### src/rtl/enc_clk_prescaler_pkg.sv
package enc_clk_prescaler_pkg;
  localparam int unsigned CODE_W = 4;
  localparam int unsigned CNT_W  = 8;

  typedef logic [CODE_W-1:0] sel_code_t;
  typedef logic [CNT_W-1:0]  div_cnt_t;

  // Terminal count (ratio minus one) for a selector code.
  function automatic div_cnt_t term_of(input sel_code_t code);
    div_cnt_t t;
    case (code)
      4'd0:    t = div_cnt_t'(0);
      4'd1:    t = div_cnt_t'(1);
      4'd2:    t = div_cnt_t'(3);
      4'd3:    t = div_cnt_t'(5);
      4'd4:    t = div_cnt_t'(7);
      4'd5:    t = div_cnt_t'(9);
      4'd6:    t = div_cnt_t'(11);
      4'd7:    t = div_cnt_t'(15);
      4'd8:    t = div_cnt_t'(31);
      4'd9:    t = div_cnt_t'(63);
      4'd10:   t = div_cnt_t'(127);
      default: t = div_cnt_t'(255);
    endcase
    return t;
  endfunction
endpackage

### src/rtl/enc_clk_prescaler_sel_reg.sv
module enc_clk_prescaler_sel_reg
  import enc_clk_prescaler_pkg::*;
(
  input  logic      clk,
  input  logic      rst_n,
  input  logic      lock,
  input  logic      we,
  input  sel_code_t wdata,
  output sel_code_t code_q,
  output logic      wr_accept
);
  assign wr_accept = we && !lock;

  always_ff @(posedge clk or negedge rst_n) begin
    if (!rst_n)         code_q <= '0;
    else if (wr_accept) code_q <= wdata;
  end
endmodule

### src/rtl/enc_clk_prescaler_decode.sv
module enc_clk_prescaler_decode
  import enc_clk_prescaler_pkg::*;
(
  input  sel_code_t code,
  output div_cnt_t  term,
  output logic      reserved
);
  localparam sel_code_t LAST_VALID = sel_code_t'(11);

  assign term     = term_of(code);
  assign reserved = (code > LAST_VALID);
endmodule

### src/rtl/enc_clk_prescaler_counter.sv
module enc_clk_prescaler_counter
  import enc_clk_prescaler_pkg::*;
(
  input  logic     clk,
  input  logic     rst_n,
  input  logic     run,
  input  div_cnt_t term,
  output div_cnt_t cnt_q,
  output logic     wrap
);
  assign wrap = run && (cnt_q == term);

  always_ff @(posedge clk or negedge rst_n) begin
    if (!rst_n)    cnt_q <= '0;
    else if (!run) cnt_q <= '0;
    else if (wrap) cnt_q <= '0;
    else           cnt_q <= cnt_q + div_cnt_t'(1);
  end
endmodule

### src/rtl/enc_clk_prescaler.sv
module enc_clk_prescaler
  import enc_clk_prescaler_pkg::*;
(
  input  logic              clk,
  input  logic              rst_n,
  input  logic              periph_en,
  input  logic [CODE_W-1:0] cfg_wdata,
  input  logic              cfg_we,
  output logic [CODE_W-1:0] cfg_rdata,
  output logic              tick_o
);
  sel_code_t code_q;
  logic      wr_accept;
  div_cnt_t  term_cnt;
  logic      code_reserved;
  div_cnt_t  cnt_q;
  logic      wrap_evt;

  enc_clk_prescaler_sel_reg u_sel (
    .clk       (clk),
    .rst_n     (rst_n),
    .lock      (periph_en),
    .we        (cfg_we),
    .wdata     (cfg_wdata),
    .code_q    (code_q),
    .wr_accept (wr_accept)
  );

  enc_clk_prescaler_decode u_dec (
    .code     (code_q),
    .term     (term_cnt),
    .reserved (code_reserved)
  );

  enc_clk_prescaler_counter u_cnt (
    .clk   (clk),
    .rst_n (rst_n),
    .run   (periph_en),
    .term  (term_cnt),
    .cnt_q (cnt_q),
    .wrap  (wrap_evt)
  );

  assign cfg_rdata = code_q;
  assign tick_o    = wrap_evt;
endmodule

### config.mk
export PLATFORM = sky130hd
export DESIGN_NAME = enc_clk_prescaler
export DESIGN_NICKNAME = d
export VERILOG_FILES = /design/src/rtl/enc_clk_prescaler_pkg.sv /design/src/rtl/enc_clk_prescaler_sel_reg.sv /design/src/rtl/enc_clk_prescaler_decode.sv /design/src/rtl/enc_clk_prescaler_counter.sv /design/src/rtl/enc_clk_prescaler.sv
export SDC_FILE = /design/constraint.sdc
export NUM_CORES = 1
export LEC_CHECK = 0
export BUFFER_PORTS_ARGS = -buffer_cell sky130_fd_sc_hd__buf_2
export CAP_MARGIN = 0
export CORE_MARGIN = 8
export CORE_UTILIZATION = 50
export CTS_CLUSTER_DIAMETER = 30
export DETAILED_ROUTE_END_ITERATION = 12
export PLACE_DENSITY = 0.71
export SETUP_SLACK_MARGIN = 0.5
export SYNTH_ARGS = -nofsm -noshare
export SYNTH_HDL_FRONTEND = slang
export SYNTH_SLANG_ARGS = --single-unit
export TNS_END_PERCENT = 30
### constraint.sdc
create_clock -name clk -period 1.9 [get_ports clk]
set_input_delay 0.095 -clock clk [delete_from_list [all_inputs] [get_ports clk]]
set_output_delay 0.095 -clock clk [all_outputs]
set_load 0.005 [all_outputs]
== Yosys cells after proc, flatten, opt, wreduce, memory -nomap -nowiden ==
Memory sizes are Yosys's and may differ from the RTL's.
Index checks and enable logic that the tools add are counted.
W data, S select, Z words.
Word-level totals
  register bits: 12
  latch bits: 0
  bits in writable memories: 0
  memory bits (read-only): 128
  input bits: 8
  output and inout port bits: 5
  word-level logic and storage cells: 10
  memories: 1
Operators by class
  $add $sub $neg: 1
  $mul: 0
  divide/modulo/power cells: 0
  $lt $le $gt $ge: 0
  equal/unequal tests: 1
  shift-type cells: 0
  muxes and demuxes: 2
  bitwise logic cells: 0
  reductions and logical operators: 3
Memories
  (name not given): depth 16, width 8, rd ports 1, clocked after memory_dff 0, write ports 0, RTL line enc_clk_prescaler_pkg.sv:11  | case (code)
Operators by type and width (number)
  $mux W8: 2
  $add A8 B1 Y8 const B: 1
  $eq A8 B8 Y1: 1
  $logic_and A1 B1 Y1: 2
  $logic_not A1 Y1: 1

== Longest topological paths before layout ==
An unclocked memory read counts as a cell.
  depth in word-level cells: 5
  mapped depth: 7
  gate-level depth less buffers: 6

== Hierarchy ==
A second synthesis with hierarchy kept.
Second synthesis, totals
  cells, all modules: 77
  area, all modules: 824.5 um^2
By module, submodules not included
  enc_clk_prescaler_counter: instances 1, cells an instance 47, area an instance 491.7 um^2, seq. area each 200.2 um^2
  enc_clk_prescaler_sel_reg: instances 1, cells an instance 10, area an instance 185.2 um^2, seq. area each 100.1 um^2
  enc_clk_prescaler_decode: instances 1, cells an instance 20, area an instance 147.6 um^2, seq. area each 0.0 um^2

== Worst setup path after synthesis ==
OpenSTA, ideal clock, no wires.
  kind: register to output
  from: register u_sel.code_q[1]
  to: output tick_o
  data arrival time: 1705 ps
  data required time: 1805 ps
  slack: 100 ps
  cell stages (with the launch flop): 8
  buffers on the path: 1
  cells stage by stage: dfrtp_1 -> inv_1 -> ha_1 -> or4_1 -> a21oi_1 -> o32a_1 -> buf_6 -> and3_1
Between the ends
  longest elaborated chain between the ends: 3
RTL lines
  start, declared: RTL line enc_clk_prescaler_sel_reg.sv:9  | output sel_code_t code_q,
  start signal, assigned: RTL line enc_clk_prescaler_sel_reg.sv:16  | else if (wr_accept) code_q <= wdata;
  $mem_v2 Z16 W8
  $eq A8 B8 Y1: RTL line enc_clk_prescaler_counter.sv:11  | assign wrap = run && (cnt_q == term);
  $logic_and A1 B1 Y1: RTL line enc_clk_prescaler_counter.sv:11
  end, declared: RTL line enc_clk_prescaler.sv:10  | output logic tick_o
Every way passes these cells.

== Worst setup path after layout ==
  from: register u_sel.code_q[0]
  to: output tick_o
Same word-level chain as after synthesis.

==> metrics.md <==
| Metric | Value |
|---|---|
| Initial antenna violation count | 0 |
| Detail Route Antenna Nets | 0 |
| WL final | 2.34 mm |
| DRC Markers | 0 |
| NumNets Final | 133 |
| Pwr Total | 0.847 mW |
| Antenna cells | 0 |
| Final Instance Area | 0.00117 mm² |
| CTS tree | yes |
| Worst slew pin tran | 442 ps |
| Wire per inst | 17.2 µm |
| CTS Buf Count | 3 |
| Mapped Avg Cell Area | 9.43 µm² |
| First-pass GRT wire length | 3.97 mm |
| Sequential cell area fraction in the yosys report | 0.354 |
| Failing checks | negative setup slack |
| GR Overflow Total | 0 |
| Min Hold Slack | 14.8 ps |
| Pleak | 0.481 nW |
| Cell Area, Placed | 985 µm² |
| Fin cells | 136 |
| Drt first pass iters | 4 |
| Placer congestion estimate | 0.817 |
| Via count | 840 |
| CP max stage cell | dfrtp_1 |
| Arrival @ worst endpoint | 1950 ps |
| Clock Tree Buf Depth | 2 |
| Net Count, Synth | 103 |
| Tcrit/Tclk final | 1.08 |
| Layout Skew | 2.10 ps |
| DPL Wire Length | 1.50 mm |
| Register-to-register setup slack | -70 ps |
| Highest-count cells in the layout ignoring fill and taps | 12 x buf_2, 12 x buf_4, 10 x dfrtp_1, 9 x nand2_1, 7 x o21ai_0 |
| Hold violation count in the final report | 0 |
| Die H | 57.2 µm |
| Mapped Area | 848 µm² |
| Crit path buf inv count | 2 |
| Area delta synth->final | 37.6% |
| Synth unique cells | 32 |
| CTS Sinks | 12 |
| Worst vdd rail ir drop | 0.000534 V |
| Crit path kind | register to output pin |
| Site row count | 15 |
| Critical path depth | 7 |
| Root buffer cell | clkbuf_4 |
| Minimum clock period | 2050 ps |
| Top-level port count | 13 |
| Die width | 57.2 µm |
| Worst setup margin | -149 ps |
| All-Layer GR Usage | 0.149 |
| Pwr/cell area | 726 mW/mm² |
| Worst Path Required | 1800 ps |
| Core area | 0.00165 mm² |
| Worst r2r path cells | 9 |
| CP max FO | 5 |
| Finished Core Util | 0.707 |
| Status | complete, but fails checks |
| Synthesized instance count | 90 |
| Slew Viols, Final | 0 |
| Largest net degree at the start of global routing | 13 |
| Relative slew slack | 0.705 |
| Layout cells sized above 1 | 0.437 |
| 1st-iter DRT viols | 22 |
| Vias in the first global route | 867 |
| Starting Density | 0.514 |
| Max cap viols | 0 |
| Die area | 0.00327 mm² |
| Final Setup Violations | 7 |
| Port Buffer Count | 12 |
| Crit path cell chain | inv_2, ha_4, or4_1, a21oi_1, o32a_1, and3_1, buf_2 |
| Worst path max stage delay | 410 ps |
| Worst-Skew Late Latency | 280 ps |
| Synth Register Bits | 12 |
| Synthesis Warnings | 0 |
| Reg clk slew, reported paths | 80 ps |
| Fmax | 488 MHz |
| CP endpoint kind | output pin |
| Hold crit path type | input port to register |
| Hold Path Depth | 3 |
| Crit path launch type | register |
| Vias/cell | 6.18 |
| CP top delay family | simple AND/OR/NAND/NOR gates |
| # H-tree levels | 1 |
| Unrepaired setup endpoints after global routing | true |
| Total placed cells including tap cells | 123 |
-- worst register-to-register path: stages (launching register included) --
cell and delay [ps]:
dfrtp_1 410, inv_2 80, ha_4 180, or4_1 390, a21oi_1 140, o32a_1 200
buf_4 140, buf_6 110, buf_6 110, a311oi_2 90
-- cell families after synthesis --
kind of cell / share of synthesized area
and+or+nand+nor: 0.242
AOI/OAI and AO/OA: 0.209
DFF: 0.354
buffers and inverters: 0.0590
xor gates and xnor gates: 0.0619
adders and majority gates: 0.0737
-- report_power, final --
part           internal [mW]  switching [mW]  total (mW)
clock network          0.117          0.0918       0.209
logic                  0.170           0.163       0.333
registers              0.274          0.0316       0.305
total                  0.560           0.287       0.847
-- final cells by class --
type,instances,area [µm²]
multi-input cells,69,591
fillers,119,484
flip-flops and latches,12,303
repair buffers,28,194
clock buffers,4,36.3
inverters,6,22.5
well taps,17,21.3
-- timing repair --
item                                    in CTS  in global routing
hold buffers                                 1                  0
gates resized for setup                     15                  3
pin swaps                                   11                  1
endpoints found under the setup margin       9                  9
endpoints found under the hold margin       12                  0
setup buffers                                8                  0
-- path summary, 6_finish.rpt --
check | endpoint | from
max in group asynchronous | u_sel.code_q[3]$_DFFE_PN0P_ | rst_n
min reg2reg | u_cnt.cnt_q[0]$_DFF_PN0_ | u_cnt.cnt_q[0]$_DFF_PN0_
min in group asynchronous | u_cnt.cnt_q[7]$_DFF_PN0_ | rst_n
min | u_sel.code_q[2]$_DFFE_PN0P_ | cfg_wdata[2]
max | tick_o | u_sel.code_q[0]$_DFFE_PN0P_
max reg2reg | u_cnt.cnt_q[0]$_DFF_PN0_ | u_sel.code_q[0]$_DFFE_PN0P_
-- state kept, by name, indices dropped and copies added, names as in the netlist --
name / count
u_cnt.cnt_q: 8
u_sel.code_q: 4
-- cells in the mapped netlist (all sizes together) --
library cell / instances / area, µm²
o32a: 1 / 10.0
nor2b: 3 / 26.3
nand4bb: 2 / 22.5
a21oi: 2 / 10.0
a31oi: 4 / 31.3
o32ai: 1 / 8.76
and4b: 1 / 10.0
nand2: 9 / 33.8
inv: 6 / 22.5
nor4b: 1 / 8.76
and2b: 1 / 7.51
clkbuf: 1 / 5.00
or4: 2 / 15.0
buf: 2 / 22.5
a311oi: 7 / 61.3
and3: 1 / 6.26
nor3: 2 / 10.0
o31a: 1 / 8.76
dfrtp: 12 / 300
nand3: 4 / 20.0
nand4: 1 / 6.26
or3: 1 / 6.26
a211oi: 1 / 7.51
and4bb: 1 / 12.5
nor2: 2 / 7.51
nand2b: 2 / 12.5
ha: 5 / 62.6
xnor2: 4 / 35.0
xor2: 2 / 17.5
o21ai: 8 / 40.0
-- layer usage --
metal	track usage	vias up	wire [µm]	share of wire
met5	0	-	0	0
met4	0.0671	0	26	0.011
met3	0.0510	4	90	0.039
met2	0.229	21	1090	0.47
met1	0.183	419	1130	0.48
li1	-	396	-	-
-- stage by stage --
stage / setup TNS, ps / setup slack (ps)
after detailed placement: 0 / 55.0
after global routing: -940 / -234
after floorplan: 0 / 210
final: -476 / -149
after CTS: -124 / -124
after global placement: 0 / 60.0
Note: power is estimated with default switching activity, not from simulation.
